$ cat config.mk
export PLATFORM = sky130hd
export DESIGN_NAME = bd_dma_engine
export DESIGN_NICKNAME = d
export VERILOG_FILES = /design/src/rtl/bdd_pkg.sv /design/src/rtl/bdd_regfile.sv /design/src/rtl/bdd_engine.sv /design/src/rtl/bd_dma_engine.sv
export SDC_FILE = /design/constraint.sdc
export NUM_CORES = 1
export LEC_CHECK = 0
export ABC_AREA = 0
export BUFFER_PORTS_ARGS = -buffer_cell sky130_fd_sc_hd__buf_2
export CORE_ASPECT_RATIO = 1.4
export CORE_MARGIN = 8
export CORE_UTILIZATION = 38
export DETAILED_ROUTE_END_ITERATION = 8
export GPL_TIMING_DRIVEN = 0
export HOLD_SLACK_MARGIN = 0.12
export PLACE_DENSITY = 0.72
export SLEW_MARGIN = 10
export SYNTH_ARGS = -nofsm -noshare
export SYNTH_HDL_FRONTEND = slang
export SYNTH_SLANG_ARGS = --single-unit
$ cat constraint.sdc
create_clock -name clk -period 3.3 [get_ports clk]
set_input_delay 0.33 -clock clk [delete_from_list [all_inputs] [get_ports clk]]
set_output_delay 0.33 -clock clk [all_outputs]
set_load 0.02 [all_outputs]
$ cat src/rtl/bdd_pkg.sv
package bdd_pkg;

    typedef enum logic [2:0] {
        ST_IDLE,
        ST_FETCH_HDR,
        ST_FETCH_PTR,
        ST_TX_READ,
        ST_TX_SEND,
        ST_RX_TAKE,
        ST_RX_WRITE,
        ST_WBACK
    } eng_state_e;

    localparam int OWN_BIT    = 31;
    localparam int FLAG_TX    = 0;
    localparam int FLAG_RX    = 1;
    localparam int FLAG_NODSC = 2;
    localparam int NUM_FLAGS  = 3;
    localparam int FLAG_LSB   = 6;

endpackage

$ cat src/rtl/bdd_regfile.sv
module bdd_regfile
    import bdd_pkg::*;
#(
    parameter int ADDR_W   = 32,
    parameter int REG_AW   = 9,
    parameter int BASE_OFS = 'h18,
    parameter int CLR_OFS  = 'h20
) (
    input  logic                 clk,
    input  logic                 rst_n,
    input  logic                 reg_we_i,
    input  logic [REG_AW-1:0]    reg_addr_i,
    input  logic [31:0]          reg_wdata_i,
    input  logic [NUM_FLAGS-1:0] evt_set_i,
    output logic [ADDR_W-1:0]    base_o,
    output logic [31:0]          evt_status_o
);

    typedef struct packed {
        logic [ADDR_W-1:0]    base;
        logic [NUM_FLAGS-1:0] flags;
    } regs_t;

    regs_t rg_d, rg_q;
    logic  base_hit, clr_hit;
    logic [NUM_FLAGS-1:0] clr_mask;

    always_comb begin
        base_hit = reg_we_i && (reg_addr_i == REG_AW'(BASE_OFS));
        clr_hit  = reg_we_i && (reg_addr_i == REG_AW'(CLR_OFS));
        clr_mask = clr_hit ? reg_wdata_i[FLAG_LSB +: NUM_FLAGS] : '0;
        rg_d     = rg_q;
        if (base_hit) begin
            rg_d.base = reg_wdata_i[ADDR_W-1:0];
        end
        rg_d.flags = (rg_q.flags & ~clr_mask) | evt_set_i;
    end

    always_ff @(posedge clk) begin
        if (!rst_n) begin
            rg_q <= '0;
        end else begin
            rg_q <= rg_d;
        end
    end

    assign base_o       = rg_q.base;
    assign evt_status_o = 32'(rg_q.flags) << FLAG_LSB;


    flag_sticky_chk: assert property (@(posedge clk) disable iff (!rst_n)
        (rg_q.flags[FLAG_TX] && !(clr_hit && reg_wdata_i[FLAG_LSB + FLAG_TX]))
        |=> rg_q.flags[FLAG_TX]);


    rx_flag_sticky_chk: assert property (@(posedge clk) disable iff (!rst_n)
        (rg_q.flags[FLAG_RX] && !(clr_hit && reg_wdata_i[FLAG_LSB + FLAG_RX]))
        |=> rg_q.flags[FLAG_RX]);

endmodule

$ cat src/rtl/bdd_engine.sv
module bdd_engine
    import bdd_pkg::*;
#(
    parameter int ADDR_W = 32,
    parameter int DATA_W = 64,
    parameter int SIZE_W = 12
) (
    input  logic                 clk,
    input  logic                 rst_n,
    input  logic                 start_i,
    input  logic                 dir_i,
    input  logic [ADDR_W-1:0]    base_i,
    output logic                 busy_o,
    output logic [NUM_FLAGS-1:0] evt_set_o,
    output logic                 mem_req_o,
    output logic                 mem_we_o,
    output logic [ADDR_W-1:0]    mem_addr_o,
    output logic [DATA_W/8-1:0]  mem_be_o,
    output logic [DATA_W-1:0]    mem_wdata_o,
    input  logic                 mem_ack_i,
    input  logic [DATA_W-1:0]    mem_rdata_i,
    output logic                 tx_valid_o,
    input  logic                 tx_ready_i,
    output logic [DATA_W-1:0]    tx_data_o,
    input  logic                 rx_valid_i,
    output logic                 rx_ready_o,
    input  logic [DATA_W-1:0]    rx_data_i
);

    localparam int BEAT_B = DATA_W / 8;
    localparam int OFS_W  = $clog2(BEAT_B);
    localparam int CNT_W  = SIZE_W - OFS_W + 1;
    localparam logic [31:0] OWN_MASK = 32'(1) << OWN_BIT;
    localparam logic [BEAT_B-1:0] BE_ALL  = '1;
    localparam logic [BEAT_B-1:0] BE_STAT = BEAT_B'(4'hF);

    typedef struct packed {
        eng_state_e          st;
        logic                dir;
        logic [ADDR_W-1:0]   base;
        logic [31:0]         stat;
        logic [ADDR_W-1:0]   ptr;
        logic [CNT_W-1:0]    beats;
        logic [CNT_W-1:0]    idx;
        logic [DATA_W-1:0]   hold;
    } eng_t;

    eng_t e_d, e_q;

    logic [SIZE_W:0]     padded;
    logic [CNT_W-1:0]    idx_nxt;
    logic                last_beat;
    logic [ADDR_W-1:0]   beat_addr;

    always_comb begin
        padded    = {1'b0, mem_rdata_i[32 +: SIZE_W]} + (SIZE_W+1)'(BEAT_B - 1);
        idx_nxt   = e_q.idx + 1'b1;
        last_beat = (idx_nxt == e_q.beats);
        beat_addr = e_q.ptr + (ADDR_W'(e_q.idx) << OFS_W);

        e_d         = e_q;
        evt_set_o   = '0;
        mem_req_o   = 1'b0;
        mem_we_o    = 1'b0;
        mem_addr_o  = '0;
        mem_be_o    = '0;
        mem_wdata_o = '0;
        tx_valid_o  = 1'b0;
        tx_data_o   = e_q.hold;
        rx_ready_o  = 1'b0;

        unique case (e_q.st)
            ST_IDLE: begin
                if (start_i) begin
                    e_d.dir  = dir_i;
                    e_d.base = {base_i[ADDR_W-1:OFS_W], OFS_W'(0)};
                    e_d.idx  = '0;
                    e_d.st   = ST_FETCH_HDR;
                end
            end
            ST_FETCH_HDR: begin
                mem_req_o  = 1'b1;
                mem_addr_o = e_q.base;
                if (mem_ack_i) begin
                    e_d.stat  = mem_rdata_i[31:0];
                    e_d.beats = padded[SIZE_W:OFS_W];
                    if (!mem_rdata_i[OWN_BIT]) begin
                        evt_set_o[FLAG_NODSC] = 1'b1;
                        e_d.st = ST_IDLE;
                    end else begin
                        e_d.st = ST_FETCH_PTR;
                    end
                end
            end
            ST_FETCH_PTR: begin
                mem_req_o  = 1'b1;
                mem_addr_o = e_q.base + ADDR_W'(BEAT_B);
                if (mem_ack_i) begin
                    e_d.ptr = {mem_rdata_i[ADDR_W-1:OFS_W], OFS_W'(0)};
                    if (e_q.beats == '0) begin
                        e_d.st = ST_WBACK;
                    end else if (e_q.dir) begin
                        e_d.st = ST_RX_TAKE;
                    end else begin
                        e_d.st = ST_TX_READ;
                    end
                end
            end
            ST_TX_READ: begin
                mem_req_o  = 1'b1;
                mem_addr_o = beat_addr;
                if (mem_ack_i) begin
                    e_d.hold = mem_rdata_i;
                    e_d.st   = ST_TX_SEND;
                end
            end
            ST_TX_SEND: begin
                tx_valid_o = 1'b1;
                if (tx_ready_i) begin
                    e_d.idx = idx_nxt;
                    e_d.st  = last_beat ? ST_WBACK : ST_TX_READ;
                end
            end
            ST_RX_TAKE: begin
                rx_ready_o = 1'b1;
                if (rx_valid_i) begin
                    e_d.hold = rx_data_i;
                    e_d.st   = ST_RX_WRITE;
                end
            end
            ST_RX_WRITE: begin
                mem_req_o   = 1'b1;
                mem_we_o    = 1'b1;
                mem_addr_o  = beat_addr;
                mem_be_o    = BE_ALL;
                mem_wdata_o = e_q.hold;
                if (mem_ack_i) begin
                    e_d.idx = idx_nxt;
                    e_d.st  = last_beat ? ST_WBACK : ST_RX_TAKE;
                end
            end
            ST_WBACK: begin
                mem_req_o   = 1'b1;
                mem_we_o    = 1'b1;
                mem_addr_o  = e_q.base;
                mem_be_o    = BE_STAT;
                mem_wdata_o = DATA_W'(e_q.stat & ~OWN_MASK);
                if (mem_ack_i) begin
                    evt_set_o[e_q.dir ? FLAG_RX : FLAG_TX] = 1'b1;
                    e_d.st = ST_IDLE;
                end
            end
            default: e_d.st = ST_IDLE;
        endcase
    end

    always_ff @(posedge clk) begin
        if (!rst_n) begin
            e_q <= '0;
        end else begin
            e_q <= e_d;
        end
    end

    assign busy_o = (e_q.st != ST_IDLE);


    req_hold_chk: assert property (@(posedge clk) disable iff (!rst_n)
        (mem_req_o && !mem_ack_i) |=> (mem_req_o && $stable(mem_addr_o)
                                       && $stable(mem_we_o) && $stable(mem_wdata_o)));


    stream_excl_chk: assert property (@(posedge clk) disable iff (!rst_n)
        !(tx_valid_o && rx_ready_o));


    start_busy_chk: assert property (@(posedge clk) disable iff (!rst_n)
        (!busy_o && start_i) |=> busy_o);


    evt_single_chk: assert property (@(posedge clk) disable iff (!rst_n)
        $onehot0(evt_set_o));


    done_after_ack_chk: assert property (@(posedge clk) disable iff (!rst_n)
        (busy_o && !e_d.st[0] && !e_d.st[1] && !e_d.st[2] && !evt_set_o[FLAG_NODSC])
        |-> (mem_req_o && mem_we_o && mem_ack_i));

endmodule

$ cat src/rtl/bd_dma_engine.sv
module bd_dma_engine
    import bdd_pkg::*;
#(
    parameter int ADDR_W   = 32,
    parameter int DATA_W   = 64,
    parameter int SIZE_W   = 12,
    parameter int REG_AW   = 9,
    parameter int BASE_OFS = 'h18,
    parameter int CLR_OFS  = 'h20
) (
    input  logic                clk,
    input  logic                rst_n,
    input  logic                reg_we,
    input  logic [REG_AW-1:0]   reg_addr,
    input  logic [31:0]         reg_wdata,
    output logic [31:0]         evt_status,
    input  logic                xfer_start,
    input  logic                xfer_dir,
    output logic                busy,
    output logic                mem_req,
    output logic                mem_we,
    output logic [ADDR_W-1:0]   mem_addr,
    output logic [DATA_W/8-1:0] mem_be,
    output logic [DATA_W-1:0]   mem_wdata,
    input  logic                mem_ack,
    input  logic [DATA_W-1:0]   mem_rdata,
    output logic                tx_valid,
    input  logic                tx_ready,
    output logic [DATA_W-1:0]   tx_data,
    input  logic                rx_valid,
    output logic                rx_ready,
    input  logic [DATA_W-1:0]   rx_data
);

    logic [ADDR_W-1:0]    base_w;
    logic [NUM_FLAGS-1:0] evt_set_w;

    bdd_regfile #(
        .ADDR_W   (ADDR_W),
        .REG_AW   (REG_AW),
        .BASE_OFS (BASE_OFS),
        .CLR_OFS  (CLR_OFS)
    ) regs_i (
        .clk          (clk),
        .rst_n        (rst_n),
        .reg_we_i     (reg_we),
        .reg_addr_i   (reg_addr),
        .reg_wdata_i  (reg_wdata),
        .evt_set_i    (evt_set_w),
        .base_o       (base_w),
        .evt_status_o (evt_status)
    );

    bdd_engine #(
        .ADDR_W (ADDR_W),
        .DATA_W (DATA_W),
        .SIZE_W (SIZE_W)
    ) eng_i (
        .clk         (clk),
        .rst_n       (rst_n),
        .start_i     (xfer_start),
        .dir_i       (xfer_dir),
        .base_i      (base_w),
        .busy_o      (busy),
        .evt_set_o   (evt_set_w),
        .mem_req_o   (mem_req),
        .mem_we_o    (mem_we),
        .mem_addr_o  (mem_addr),
        .mem_be_o    (mem_be),
        .mem_wdata_o (mem_wdata),
        .mem_ack_i   (mem_ack),
        .mem_rdata_i (mem_rdata),
        .tx_valid_o  (tx_valid),
        .tx_ready_i  (tx_ready),
        .tx_data_o   (tx_data),
        .rx_valid_i  (rx_valid),
        .rx_ready_o  (rx_ready),
        .rx_data_i   (rx_data)
    );


    no_traffic_idle_chk: assert property (@(posedge clk) disable iff (!rst_n)
        !busy |-> (!mem_req && !tx_valid && !rx_ready));

endmodule

==> metrics.txt, run 1 <==
# TYPE chip_impl_metric gauge
chip_impl_metric{name="dpl_worst_slack",unit="ps"} 43.7
chip_impl_metric{name="fin_cells",unit=""} 2623
chip_impl_metric{name="wire_length_per_cell_after_detailed_routing",unit="um"} 19.9
chip_impl_metric{name="dp_hpwl",unit="um"} 38900
chip_impl_metric{name="num-fill-cells",unit=""} 2961
chip_impl_metric{name="rr_worst_depth",unit=""} 10
chip_impl_metric{name="clkLatencyLatePin",unit="ps"} 510
chip_impl_metric{name="gp_congestion",unit=""} 0.932
chip_impl_metric{name="fp-row-count",unit=""} 77
chip_impl_metric{name="yosysSeqAreaShare",unit="%"} 34.4
chip_impl_metric{name="synth_enable_flop_cells",unit=""} 0
chip_impl_metric{name="worst_slew_margin_rel",unit="%"} 38.0
chip_impl_metric{name="setup-tns-final",unit="ps"} 0
chip_impl_info{name="r2r-start",value="eng_i.e_q[182]$_SDFFE_PN0P_"} 1
chip_impl_metric{name="worst-r2r-setup-slack",unit="ps"} 420
chip_impl_metric{name="comb_power_share",unit="%"} 32.0
chip_impl_info{name="tritoncts_clock_tree",value="yes"} 1
chip_impl_metric{name="via_count",unit=""} 14054
chip_impl_metric{name="grt_max_degree",unit=""} 14
chip_impl_metric{name="clock_skews",unit="ps"} 9.69
chip_impl_metric{name="max_freq",unit="GHz"} 0.304
chip_impl_metric{name="grt_overflow_total",unit=""} 0
chip_impl_metric{name="syn_to_final_growth",unit="%"} 40.5
chip_impl_metric{name="dpl-instance-area",unit="um^2"} 14500
chip_impl_metric{name="hold_slack",unit="ps"} 140
chip_impl_metric{name="synth-warning-count",unit=""} 0
chip_impl_metric{name="die_w",unit="um"} 167
chip_impl_metric{name="vdd.ir_drop.worst",unit="V"} 0.000374
chip_impl_metric{name="cp_max_fanout",unit=""} 5
chip_impl_info{name="cts.root.buffer_cell",value="sky130_fd_sc_hd__clkbuf_16"} 1
chip_impl_metric{name="maxCapViolations",unit=""} 0
chip_impl_metric{name="power.switching",unit="mW"} 2.93
chip_impl_metric{name="post-route-min-period",unit="ps"} 3280
chip_impl_metric{name="hold_depth",unit=""} 3
chip_impl_metric{name="fin_util",unit="%"} 54.1
chip_impl_metric{name="final_design_instance_area_without_fill",unit="um^2"} 17100
chip_impl_metric{name="drt_wl_total",unit="um"} 52200
chip_impl_metric{name="relative_contribution_of_sequential_cells_to_total_power",unit="%"} 35.8
chip_impl_metric{name="p_leak",unit="nW"} 7.45
chip_impl_metric{name="setup_viol",unit=""} 0
chip_impl_metric{name="tritoncts.num_buffers",unit=""} 23
chip_impl_metric{name="initial_core_utilization",unit="%"} 38.5
chip_impl_metric{name="area.sequential",unit="um^2"} 4190
chip_impl_metric{name="global_route_wire_length_before_repair",unit="um"} 79300
chip_impl_metric{name="asyncSetResetFlopFracSynth",unit="%"} 0
chip_impl_metric{name="drt_pre_antenna_iters",unit=""} 5
chip_impl_metric{name="synth_area_per_cell",unit="um^2"} 7.42
chip_impl_info{name="worstSetupEndpointType",value="output port"} 1
chip_impl_metric{name="boundaryPins",unit=""} 382
chip_impl_metric{name="clkSlewWorstSetupHoldPaths",unit="ps"} 60
chip_impl_info{name="origin_of_the_worst_min_delay_path",value="mem_rdata[36]"} 1
chip_impl_info{name="synth-main-ff-cell",value="sky130_fd_sc_hd__dfxtp_1"} 1
chip_impl_metric{name="least_margin_pin_slew",unit="ps"} 930
chip_impl_metric{name="synth.top_cell.area_share",unit="%"} 34.4
chip_impl_metric{name="buffer_levels_on_the_longest_clock_path",unit=""} 3
chip_impl_metric{name="layout_setup_ws",unit="ps"} 15.9
chip_impl_info{name="worstReg2RegEnd",value="eng_i.tx_data_o[46]$_SDFFE_PN0P_"} 1
chip_impl_metric{name="die_area",unit="um^2"} 38100
chip_impl_metric{name="grt.total_usage",unit="%"} 25.9
chip_impl_info{name="synth_area_leader_cell",value="sky130_fd_sc_hd__dfxtp_1"} 1
chip_impl_info{name="synth_top_cells_by_area",value="sky130_fd_sc_hd__dfxtp_1 (34%), sky130_fd_sc_hd__nand2_1 (13%), sky130_fd_sc_hd__buf_4 (6.6%), sky130_fd_sc_hd__a21oi_1 (6.1%), sky130_fd_sc_hd__a311oi_1 (4.7%)"} 1
chip_impl_info{name="status",value="finished clean"} 1
chip_impl_metric{name="clock_sinks",unit=""} 209
chip_impl_metric{name="h-tree-depth",unit=""} 1
chip_impl_metric{name="io_buffer_count",unit=""} 346
chip_impl_metric{name="first_global_vias",unit=""} 14528
chip_impl_info{name="startpoint_type",value="flop"} 1
chip_impl_metric{name="internal_power",unit="mW"} 5.28
chip_impl_metric{name="routed_via_density",unit=""} 5.36
chip_impl_metric{name="cp.required",unit="ps"} 2970
chip_impl_metric{name="multi_input_comb_area",unit="um^2"} 6820
chip_impl_metric{name="timing.final.hold_violations",unit=""} 0
chip_impl_metric{name="grt_antenna_before_repair",unit=""} 2
chip_impl_metric{name="fin_nets",unit=""} 2399
chip_impl_metric{name="min_period_over_period",unit="%"} 99.5
chip_impl_metric{name="power.share.switching",unit="%"} 35.7
chip_impl_metric{name="initialDrtViolationCount",unit=""} 850
chip_impl_metric{name="core_area",unit="um^2"} 31600
chip_impl_metric{name="cp_data_arrival_time",unit="ps"} 2950
chip_impl_metric{name="synth_area",unit="um^2"} 12200
chip_impl_info{name="criticalPathCategory",value="flop to output port"} 1
chip_impl_metric{name="ys_types",unit=""} 82
chip_impl_metric{name="placedCellCount",unit=""} 2411
chip_impl_metric{name="drive_gt1_share",unit="%"} 26.8
chip_impl_metric{name="die_h",unit="um"} 228
chip_impl_metric{name="syn-instance-count",unit=""} 1639
chip_impl_metric{name="total_power",unit="mW"} 8.21
chip_impl_metric{name="detail_route.drc_violations",unit=""} 0
chip_impl_info{name="hold_path_class",value="primary input to flop"} 1
chip_impl_info{name="min_delay_worst_endpoint",value="eng_i.tx_data_o[36]$_SDFFE_PN0P_"} 1
chip_impl_metric{name="maxSlewViolCount",unit=""} 0
chip_impl_metric{name="clkPwrFrac",unit="%"} 32.3
chip_impl_info{name="grt_setup_unrepaired",value="true"} 1
chip_impl_metric{name="route.antenna.remaining_nets",unit=""} 0
chip_impl_metric{name="ys_seq_elements",unit=""} 209
chip_impl_metric{name="power-per-cell-area",unit="nW/um^2"} 480
[repair_timing]
| item | CTS | global route |
|---|---|---|
| buffers inserted | 5 | 10 |
| hold endpoints to repair | 147 | 1 |
| setup endpoints to repair | 19 | 30 |
| hold buffers | 151 | 1 |
| pin swaps | 9 | 12 |
| resized for setup | 23 | 24 |
| gates cloned | 0 | 1 |
[cell families (layout without fill, tap and decap cells)]
kind of cell               after synthesis  in the layout  synth area share [%]
adders and majority gates               13             13                  1.40
DFF                                    209            209                  34.4
muxes                                   38             38                  3.13
and+or+nand+nor                        725            725                  26.4
other                                    1             34                0.0308
AOI/OAI and AO/OA                      359            360                  19.3
xor gates and xnor gates                53             53                  3.82
buffers and inverters                  241            796                  11.6
[power by group through the flow]
stage / Combinational, mW / Clock, mW / Sequential [mW]
final: 2.62 / 2.65 / 2.94
after global routing: 2.82 / 2.77 / 2.96
after CTS: 2.57 / 2.67 / 2.93
after detailed placement: 2.39 / 0 / 2.98
after global placement: 2.35 / 0 / 2.98
after floorplan: 1.61 / 0 / 2.92
[worst max path at each step]
stage	startpoint	endpoint	depth (start not counted)
after global routing	eng_i.e_q[73]$_SDFFE_PN0P_	mem_addr[22]	9
after global placement	eng_i.e_q[64]$_SDFFE_PN0P_	mem_addr[29]	9
after floorplan	eng_i.e_q[64]$_SDFFE_PN0P_	mem_addr[29]	8
after CTS	eng_i.e_q[72]$_SDFFE_PN0P_	mem_addr[26]	8
final	eng_i.e_q[64]$_SDFFE_PN0P_	mem_addr[31]	10
after detailed placement	eng_i.e_q[64]$_SDFFE_PN0P_	mem_addr[29]	9
[critical path, stage by stage (launching register included)]
cell and delay, ps:
sky130_fd_sc_hd__dfxtp_4 360, sky130_fd_sc_hd__ha_4 160, sky130_fd_sc_hd__fa_2 350, sky130_fd_sc_hd__a211oi_2 220, sky130_fd_sc_hd__o21bai_2 130, sky130_fd_sc_hd__a211oi_4 370
sky130_fd_sc_hd__buf_4 180, sky130_fd_sc_hd__nor4_2 40, sky130_fd_sc_hd__xnor2_1 280, sky130_fd_sc_hd__o221ai_2 150, sky130_fd_sc_hd__buf_4 190
[sequential cells by signal (all words and copies together) (netlist names)]
| register | cells |
|---|---|
| regs_i.evt_status_o | 3 |
| regs_i.base_o | 29 |
| eng_i.e_q | 113 |
| eng_i.tx_data_o | 64 |
[metal layers]
| metal | part of all wire [%] | up-vias | track usage [%] |
|---|---|---|---|
| met5 | 0 | - | 0 |
| met4 | 4.3 | 0 | 11.9 |
| met3 | 6.7 | 145 | 4.44 |
| met2 | 51 | 634 | 48.6 |
| met1 | 38 | 6593 | 28.1 |
| li1 | - | 6682 | - |
[layout by cell type (no fill, tap or decap), types with 6 or more instances in the layout]
cell and n:
sky130_fd_sc_hd__dfxtp_1 204, sky130_fd_sc_hd__o21ai_0 36, sky130_fd_sc_hd__a31oi_1 9, sky130_fd_sc_hd__inv_1 15
sky130_fd_sc_hd__xnor2_1 31, sky130_fd_sc_hd__and3_1 48, sky130_fd_sc_hd__mux2i_1 38, sky130_fd_sc_hd__buf_2 371
sky130_fd_sc_hd__a21boi_0 10, sky130_fd_sc_hd__nand4b_1 6, sky130_fd_sc_hd__ha_1 8, sky130_fd_sc_hd__buf_4 130
sky130_fd_sc_hd__o211ai_1 12, sky130_fd_sc_hd__dlygate4sd3_1 152, sky130_fd_sc_hd__clkinv_2 6, sky130_fd_sc_hd__nand4_1 15
sky130_fd_sc_hd__clkbuf_1 67, sky130_fd_sc_hd__nor4_1 8, sky130_fd_sc_hd__buf_1 8, sky130_fd_sc_hd__o21ai_1 16
sky130_fd_sc_hd__xor2_1 22, sky130_fd_sc_hd__conb_1 32, sky130_fd_sc_hd__and2_1 6, sky130_fd_sc_hd__a311oi_1 65
sky130_fd_sc_hd__nor3_1 17, sky130_fd_sc_hd__clkbuf_8 8, sky130_fd_sc_hd__clkbuf_16 23, sky130_fd_sc_hd__nor2_1 143
sky130_fd_sc_hd__a21oi_1 148, sky130_fd_sc_hd__nand2_1 410, sky130_fd_sc_hd__nand3_1 27
[final cells by class]
| type | count | area share (%) |
|---|---|---|
| clock buffers | 31 | 3.84 |
| flip-flops and latches | 209 | 24.5 |
| diodes | 2 | 0.0293 |
| inverters | 19 | 0.417 |
| plain buffers | 222 | 7.84 |
| well taps | 395 | 2.89 |
| repair buffers | 513 | 19.9 |
| clock inverters | 11 | 0.674 |
| multi-input cells | 1221 | 39.9 |
[synthesized netlist by cell type (4+ instances only)]
cell type                     n
sky130_fd_sc_hd__or4_1        4
sky130_fd_sc_hd__o2111ai_1    4
sky130_fd_sc_hd__o21ai_0     37
sky130_fd_sc_hd__nand3_1     27
sky130_fd_sc_hd__nor3_1      18
sky130_fd_sc_hd__o221ai_1     9
sky130_fd_sc_hd__nor2b_1      5
sky130_fd_sc_hd__a21o_1       4
sky130_fd_sc_hd__nand2_1    411
sky130_fd_sc_hd__inv_1       16
sky130_fd_sc_hd__buf_4      107
sky130_fd_sc_hd__a211oi_1     5
sky130_fd_sc_hd__xnor2_1     31
sky130_fd_sc_hd__and3_1      48
sky130_fd_sc_hd__nand4_1     15
sky130_fd_sc_hd__buf_2       35
sky130_fd_sc_hd__nor2_1     145
sky130_fd_sc_hd__ha_1        12
sky130_fd_sc_hd__buf_1        8
sky130_fd_sc_hd__o21ai_1     17
sky130_fd_sc_hd__or3_1        4
sky130_fd_sc_hd__clkbuf_1    66
sky130_fd_sc_hd__a311oi_1    65
sky130_fd_sc_hd__nor4_1       9
sky130_fd_sc_hd__a31oi_1      9
sky130_fd_sc_hd__a21boi_0    10
sky130_fd_sc_hd__a21oi_1    148
sky130_fd_sc_hd__a21boi_1     4
sky130_fd_sc_hd__xor2_1      22
sky130_fd_sc_hd__o211ai_1    12
sky130_fd_sc_hd__and2_1       6
sky130_fd_sc_hd__nand4b_1     6
sky130_fd_sc_hd__mux2i_1     38
sky130_fd_sc_hd__dfxtp_1    209
(Power assumes the default switching activity.)
==> inputs of run 2 (changes only) <==
Settings changed: CELL_PAD_IN_SITES_DETAIL_PLACEMENT from default to 1, CELL_PAD_IN_SITES_GLOBAL_PLACEMENT from default to 2, CORE_MARGIN 8 to default, CORE_UTILIZATION 38 to 28, PLACE_DENSITY 0.72 to 0.9.
==> run 2 against run 1 <==
Compared with the run above:
- the run now ends with setup timing left
- global-route usage down 0.91 points
- cell count up 6.8%
- fmax down 1.3%
- register-to-register slack worse by 60 ps
- first-iteration DRC count down 24%
==> metrics.txt, run 2 (synthesis gave the netlist of run 1 again) <==
# TYPE chip_impl_metric gauge
chip_impl_metric{name="worst-r2r-setup-slack",unit="ps"} 360
chip_impl_info{name="r2r-start",value="eng_i.e_q[182]$_SDFFE_PN0P_"} 1
chip_impl_info{name="tritoncts_clock_tree",value="yes"} 1
chip_impl_metric{name="maxSlewViolCount",unit=""} 0
chip_impl_metric{name="buffer_levels_on_the_longest_clock_path",unit=""} 3
chip_impl_metric{name="syn_to_final_growth",unit="%"} 45.4
chip_impl_info{name="grt_setup_unrepaired",value="true"} 1
chip_impl_metric{name="fin_nets",unit=""} 2419
chip_impl_metric{name="boundaryPins",unit=""} 382
chip_impl_metric{name="die_w",unit="um"} 178
chip_impl_info{name="largest_register",value="eng_i.e_q"} 1
chip_impl_metric{name="setup_viol",unit=""} 2
chip_impl_metric{name="core_area",unit="um^2"} 43000
chip_impl_metric{name="least_margin_pin_slew",unit="ps"} 964
chip_impl_metric{name="multi_input_comb_area",unit="um^2"} 6870
chip_impl_metric{name="dpl-instance-area",unit="um^2"} 14700
chip_impl_metric{name="fp-row-count",unit=""} 90
chip_impl_metric{name="drt_pre_antenna_iters",unit=""} 5
chip_impl_info{name="status",value="complete, but fails checks"} 1
chip_impl_metric{name="io_buffer_count",unit=""} 346
chip_impl_metric{name="area.sequential",unit="um^2"} 4200
chip_impl_info{name="origin_of_the_worst_min_delay_path",value="mem_rdata[39]"} 1
chip_impl_metric{name="die_h",unit="um"} 249
chip_impl_metric{name="min_period_over_period",unit="%"} 101
chip_impl_info{name="worstSetupEndpointType",value="output port"} 1
chip_impl_info{name="violations",value="setup timing"} 1
chip_impl_info{name="startpoint_type",value="flop"} 1
chip_impl_metric{name="p_leak",unit="nW"} 7.67
chip_impl_metric{name="clkSlewWorstSetupHoldPaths",unit="ps"} 60
chip_impl_metric{name="tritoncts.num_buffers",unit=""} 24
chip_impl_metric{name="clkLatencyLatePin",unit="ps"} 550
chip_impl_info{name="min_delay_worst_endpoint",value="eng_i.e_q[78]$_SDFFE_PN0P_"} 1
chip_impl_metric{name="final_design_instance_area_without_fill",unit="um^2"} 17700
chip_impl_metric{name="route.antenna.remaining_nets",unit=""} 0
chip_impl_metric{name="drive_gt1_share",unit="%"} 26.8
chip_impl_metric{name="timing.final.hold_violations",unit=""} 0
chip_impl_metric{name="cp_data_arrival_time",unit="ps"} 3000
chip_impl_metric{name="worst_slew_margin_rel",unit="%"} 35.7
chip_impl_metric{name="dp_hpwl",unit="um"} 42300
chip_impl_metric{name="initial_core_utilization",unit="%"} 28.3
chip_impl_metric{name="number_of_flip_flops_in_the_largest_register",unit=""} 113
chip_impl_info{name="hold_path_class",value="primary input to flop"} 1
chip_impl_metric{name="layout_setup_ws",unit="ps"} -27.6
chip_impl_info{name="cts.root.buffer_cell",value="sky130_fd_sc_hd__clkbuf_16"} 1
chip_impl_metric{name="die_area",unit="um^2"} 44300
chip_impl_info{name="critPathLaunch",value="eng_i.e_q[87]$_SDFFE_PN0P_"} 1
chip_impl_metric{name="routed_via_density",unit=""} 5.08
chip_impl_info{name="criticalPathCategory",value="flop to output port"} 1
chip_impl_metric{name="power-per-cell-area",unit="nW/um^2"} 490
chip_impl_metric{name="maxCapViolations",unit=""} 0
chip_impl_metric{name="total_power",unit="mW"} 8.66
chip_impl_metric{name="cp.required",unit="ps"} 2970
chip_impl_metric{name="grt_overflow_total",unit=""} 0
chip_impl_metric{name="gp_congestion",unit=""} 0.869
chip_impl_metric{name="hold_depth",unit=""} 4
chip_impl_metric{name="rr_worst_depth",unit=""} 9
chip_impl_metric{name="drt_wl_total",unit="um"} 56800
chip_impl_metric{name="placedCellCount",unit=""} 2568
chip_impl_metric{name="via_count",unit=""} 14232
chip_impl_metric{name="grt.total_usage",unit="%"} 25.0
chip_impl_metric{name="clock_skews",unit="ps"} 11.1
chip_impl_metric{name="global_route_wire_length_before_repair",unit="um"} 85700
chip_impl_metric{name="grt_antenna_before_repair",unit=""} 3
chip_impl_metric{name="clock_sinks",unit=""} 209
chip_impl_metric{name="cp_max_fanout",unit=""} 5
chip_impl_metric{name="first_global_vias",unit=""} 15058
chip_impl_metric{name="vdd.ir_drop.worst",unit="V"} 0.000319
chip_impl_metric{name="h-tree-depth",unit=""} 1
chip_impl_info{name="worstReg2RegEnd",value="eng_i.tx_data_o[28]$_SDFFE_PN0P_"} 1
chip_impl_metric{name="setup-tns-final",unit="ps"} -39.5
chip_impl_metric{name="post-route-min-period",unit="ps"} 3330
chip_impl_metric{name="num-fill-cells",unit=""} 5392
chip_impl_metric{name="wire_length_per_cell_after_detailed_routing",unit="um"} 20.3
chip_impl_info{name="layout_commonest_cell",value="sky130_fd_sc_hd__nand2_1"} 1
chip_impl_metric{name="detail_route.drc_violations",unit=""} 0
chip_impl_metric{name="grt_max_degree",unit=""} 14
chip_impl_metric{name="max_freq",unit="GHz"} 0.301
chip_impl_metric{name="initialDrtViolationCount",unit=""} 642
chip_impl_metric{name="hold_slack",unit="ps"} 183
chip_impl_info{name="layout_common_cells",value="sky130_fd_sc_hd__nand2_1 (410), sky130_fd_sc_hd__buf_2 (373), sky130_fd_sc_hd__dfxtp_1 (204)"} 1
chip_impl_metric{name="fin_cells",unit=""} 2801
run 2: changes by cell type in the layout (fill, tap and decap cells not counted), moves of 4 or more:
cell,before,now
sky130_fd_sc_hd__buf_4,130,121
sky130_fd_sc_hd__clkbuf_1,67,62
sky130_fd_sc_hd__clkbuf_8,8,13
sky130_fd_sc_hd__clkinv_2,6,2
sky130_fd_sc_hd__dlygate4sd3_1,152,179
run 2: layer usage:
metal / track usage (%) / vias to the layer above / part of all wire (%)
li1: - / 6730 / -
met4: 10.5 / 0 / 3.9
met1: 27.1 / 6942 / 38
met3: 2.66 / 123 / 4.7
met5: 0 / - / 0
met2: 47.7 / 437 / 53
run 2: final cells by class:
| cell class | instances | area share (%) |
|---|---|---|
| buffer | 222 | 7.58 |
| inverter | 19 | 0.403 |
| clock inverter | 8 | 0.701 |
| tap | 552 | 3.91 |
| antenna | 3 | 0.0425 |
| clock buffer | 35 | 4.32 |
| sequential | 209 | 23.7 |
| timing repair buffer | 533 | 20.5 |
| multi-input combinational | 1220 | 38.8 |
run 2: worst max path at each step:
| stage | end | slack [ps] | cells after the start |
|---|---|---|---|
| 2_1_floorplan | mem_addr[29] | 450 | 8 |
| 3_3_place_gp | mem_addr[29] | 40 | 9 |
| 3_5_place_dp | mem_addr[29] | 50 | 9 |
| 4_1_cts | mem_addr[29] | -20 | 10 |
| 5_1_grt | mem_addr[29] | -130 | 10 |
| 6_report | mem_addr[29] | -30 | 10 |
run 2: worst max-delay path: stages, from the launching register on:
cell                       delay [ps]
sky130_fd_sc_hd__dfxtp_4          360
sky130_fd_sc_hd__ha_4             160
sky130_fd_sc_hd__fa_2             350
sky130_fd_sc_hd__a211oi_2         210
sky130_fd_sc_hd__o21bai_2         140
sky130_fd_sc_hd__a211oi_4         330
sky130_fd_sc_hd__buf_12           150
sky130_fd_sc_hd__and4b_1          210
sky130_fd_sc_hd__xnor2_2          140
sky130_fd_sc_hd__o221ai_2         220
sky130_fd_sc_hd__buf_4            180
run 2: where the power goes:
group          internal, mW  leakage [nW]  switching (mW)  total (mW)
logic                  1.02          5.54            1.70        2.72
clock network          1.83         0.435            1.16        2.99
registers              2.74          1.69           0.199        2.94
run 2: what timing repair did:
| action | 4_1_cts | 5_1_grt |
|---|---|---|
| gates resized for setup | 32 | 27 |
| pin swaps | 7 | 10 |
| setup endpoints to repair | 33 | 21 |
| cloned | 1 | 0 |
| hold buffers | 179 | 0 |
| setup buffers | 5 | 3 |
| endpoints found under the hold margin | 157 | 0 |
run 2: through the flow:
stage	utilization (%)	setup WS, ps
after global routing	41.1	-134
after floorplan	-	451
after CTS	40.9	-20.3
after global placement	34.2	36.1
final	41.1	-27.6
after detailed placement	34.2	53.0
==> inputs of run 3 (changes only) <==
Clock period 3.3 ns to 3.37 ns, I/O delays scaled along.
==> run 3 against run 2 <==
Compared with the run above:
- the flow still finishes with violations (setup timing)
- clock skew rose by 1.6 ps
- first-iteration DRC count down 12%
- die area unchanged
- largest power group unchanged
==> metrics.txt, run 3 (synthesis gave the netlist of run 1 again) <==
# TYPE chip_impl_metric gauge
chip_impl_info{name="cts.root.buffer_cell",value="sky130_fd_sc_hd__clkbuf_16"} 1
chip_impl_metric{name="drive_gt1_share",unit="%"} 26.3
chip_impl_metric{name="die_w",unit="um"} 178
chip_impl_metric{name="number_of_flip_flops_in_the_largest_register",unit=""} 113
chip_impl_metric{name="first_global_vias",unit=""} 14989
chip_impl_metric{name="power.share.switching",unit="%"} 35.4
chip_impl_metric{name="p_leak",unit="nW"} 7.65
chip_impl_metric{name="clock_skews",unit="ps"} 12.8
chip_impl_metric{name="total_power",unit="mW"} 8.47
chip_impl_info{name="criticalPathCategory",value="flop to output port"} 1
chip_impl_metric{name="clkSlewWorstSetupHoldPaths",unit="ps"} 60
chip_impl_metric{name="vdd.ir_drop.worst",unit="V"} 0.000312
chip_impl_metric{name="final_design_instance_area_without_fill",unit="um^2"} 17600
chip_impl_metric{name="dpl-instance-area",unit="um^2"} 14700
chip_impl_metric{name="internal_power",unit="mW"} 5.48
chip_impl_metric{name="detail_route.drc_violations",unit=""} 0
chip_impl_info{name="hold_path_class",value="primary input to flop"} 1
chip_impl_info{name="violations",value="setup timing"} 1
chip_impl_metric{name="maxSlewViolCount",unit=""} 0
chip_impl_info{name="worstSetupEndpointType",value="output port"} 1
chip_impl_metric{name="wire_length_per_cell_after_detailed_routing",unit="um"} 20.3
chip_impl_metric{name="min_period_over_period",unit="%"} 100
chip_impl_metric{name="gp_congestion",unit=""} 0.869
chip_impl_metric{name="clkPwrFrac",unit="%"} 34.6
chip_impl_metric{name="io_buffer_count",unit=""} 346
chip_impl_metric{name="route.antenna.remaining_nets",unit=""} 0
chip_impl_metric{name="global_route_wire_length_before_repair",unit="um"} 85300
chip_impl_metric{name="timing.final.hold_violations",unit=""} 0
chip_impl_info{name="largest_register",value="eng_i.e_q"} 1
chip_impl_metric{name="fin_util",unit="%"} 41.0
chip_impl_info{name="tritoncts_clock_tree",value="yes"} 1
chip_impl_metric{name="cp_max_fanout",unit=""} 6
chip_impl_info{name="grt_setup_unrepaired",value="true"} 1
chip_impl_metric{name="initial_core_utilization",unit="%"} 28.3
chip_impl_metric{name="fp-row-count",unit=""} 90
chip_impl_metric{name="fin_nets",unit=""} 2416
chip_impl_metric{name="layout_setup_ws",unit="ps"} -5.35
chip_impl_metric{name="drt_wl_total",unit="um"} 56900
chip_impl_metric{name="cp_data_arrival_time",unit="ps"} 3040
chip_impl_metric{name="syn_to_final_growth",unit="%"} 44.9
chip_impl_metric{name="clkLatencyLatePin",unit="ps"} 550
chip_impl_metric{name="least_margin_pin_slew",unit="ps"} 954
chip_impl_info{name="startpoint_type",value="flop"} 1
chip_impl_metric{name="initialDrtViolationCount",unit=""} 568
chip_impl_metric{name="dp_hpwl",unit="um"} 42300
chip_impl_metric{name="via_count",unit=""} 14203
chip_impl_metric{name="routed_via_density",unit=""} 5.07
chip_impl_metric{name="die_h",unit="um"} 249
chip_impl_metric{name="post-route-min-period",unit="ps"} 3380
chip_impl_metric{name="max_freq",unit="GHz"} 0.296
chip_impl_info{name="layout_commonest_cell",value="sky130_fd_sc_hd__nand2_1"} 1
chip_impl_metric{name="power.switching",unit="mW"} 3.00
chip_impl_metric{name="placedCellCount",unit=""} 2568
chip_impl_metric{name="hold_depth",unit=""} 3
chip_impl_metric{name="grt_max_degree",unit=""} 14
chip_impl_metric{name="core_area",unit="um^2"} 43000
chip_impl_metric{name="grt_antenna_before_repair",unit=""} 4
chip_impl_metric{name="num-fill-cells",unit=""} 5396
chip_impl_metric{name="buffer_levels_on_the_longest_clock_path",unit=""} 3
chip_impl_metric{name="drt_pre_antenna_iters",unit=""} 5
chip_impl_metric{name="comb_power_share",unit="%"} 31.3
chip_impl_metric{name="setup_viol",unit=""} 1
chip_impl_metric{name="die_area",unit="um^2"} 44300
chip_impl_metric{name="clock_sinks",unit=""} 209
chip_impl_metric{name="power-per-cell-area",unit="nW/um^2"} 481
chip_impl_metric{name="fin_cells",unit=""} 2799
chip_impl_metric{name="grt.total_usage",unit="%"} 24.8
chip_impl_metric{name="h-tree-depth",unit=""} 1
chip_impl_metric{name="maxCapViolations",unit=""} 0
chip_impl_info{name="status",value="complete, but fails checks"} 1
chip_impl_metric{name="rr_worst_depth",unit=""} 9
chip_impl_metric{name="boundaryPins",unit=""} 382
chip_impl_metric{name="relative_contribution_of_sequential_cells_to_total_power",unit="%"} 34.0
chip_impl_metric{name="tritoncts.num_buffers",unit=""} 24
chip_impl_info{name="layout_common_cells",value="sky130_fd_sc_hd__nand2_1 (410), sky130_fd_sc_hd__buf_2 (377), sky130_fd_sc_hd__dfxtp_1 (205)"} 1
chip_impl_metric{name="grt_overflow_total",unit=""} 0
chip_impl_metric{name="worst_slew_margin_rel",unit="%"} 36.4
chip_impl_metric{name="cp.required",unit="ps"} 3030
==> run 3: worst max-delay path, stage by stage, from the launching register on <==
cell and delay, ps:
sky130_fd_sc_hd__dfxtp_4 370, sky130_fd_sc_hd__ha_4 170, sky130_fd_sc_hd__fa_2 370, sky130_fd_sc_hd__a211oi_2 210
sky130_fd_sc_hd__o21bai_2 140, sky130_fd_sc_hd__a211oi_4 240, sky130_fd_sc_hd__buf_4 160, sky130_fd_sc_hd__buf_12 100
sky130_fd_sc_hd__and4b_1 210, sky130_fd_sc_hd__xnor2_2 140, sky130_fd_sc_hd__o221ai_2 190, sky130_fd_sc_hd__buf_4 180
==> run 3: what timing repair did <==
item                                    4_1_cts  5_1_grt
buffers inserted                              2        5
endpoints found under the setup margin       19       38
cloned                                        0        1
gates resized for setup                      13       27
hold buffers                                176        0
hold endpoints to repair                    155        0
pin swaps                                     1        5
==> run 3: layout make-up <==
| cell class | count | area, um^2 | share of cell area [%] |
|---|---|---|---|
| repair buffers | 530 | 3590 | 20.4 |
| inverters | 19 | 71.3 | 0.405 |
| clock inverters | 8 | 124 | 0.703 |
| plain buffers | 222 | 1340 | 7.59 |
| clock buffers | 35 | 763 | 4.33 |
| multi-input cells | 1220 | 6840 | 38.8 |
| flip-flops and latches | 209 | 4190 | 23.8 |
| diodes | 4 | 10.0 | 0.0568 |
| well taps | 552 | 691 | 3.92 |
==> run 3: final timing paths <==
path                                    start                                to  slack (ps)
setup / recovery   eng_i.e_q[64]$_SDFFE_PN0P_                      mem_addr[29]          -5
hold / removal                  mem_rdata[38]  eng_i.tx_data_o[38]$_SDFFE_PN0P_         140
setup reg to reg  eng_i.e_q[182]$_SDFFE_PN0P_  eng_i.tx_data_o[24]$_SDFFE_PN0P_         450
hold reg to reg   eng_i.e_q[116]$_SDFFE_PN0P_       eng_i.e_q[116]$_SDFFE_PN0P_         460
==> run 3: power by group through the flow <==
stage,Sequential [mW],Clock [mW],Combinational [mW]
after floorplan,2.86,0,1.57
final,2.89,2.93,2.65
after global placement,2.92,0,2.37
after CTS,2.88,2.98,2.62
after detailed placement,2.93,0,2.41
after global routing,2.91,3.06,2.86
==> run 3: routing by layer <==
metal  track usage, %  up-vias  share of wire (%)
met2             47.3      442                 53
li1                 -     6714                  -
met5                0        -                  0
met4             10.6        0                4.1
met3             2.83      134                4.5
met1             27.0     6913                 39
==> run 3: through the flow <==
stage	worst slack, ps	hold WS, ps	TNS, ps
global placement	99.1	443	0
floorplan	514	431	0
detailed placement	116	451	0
CTS	-41.4	122	-168
finish	-5.35	137	-5.35
global route	-102	125	-233
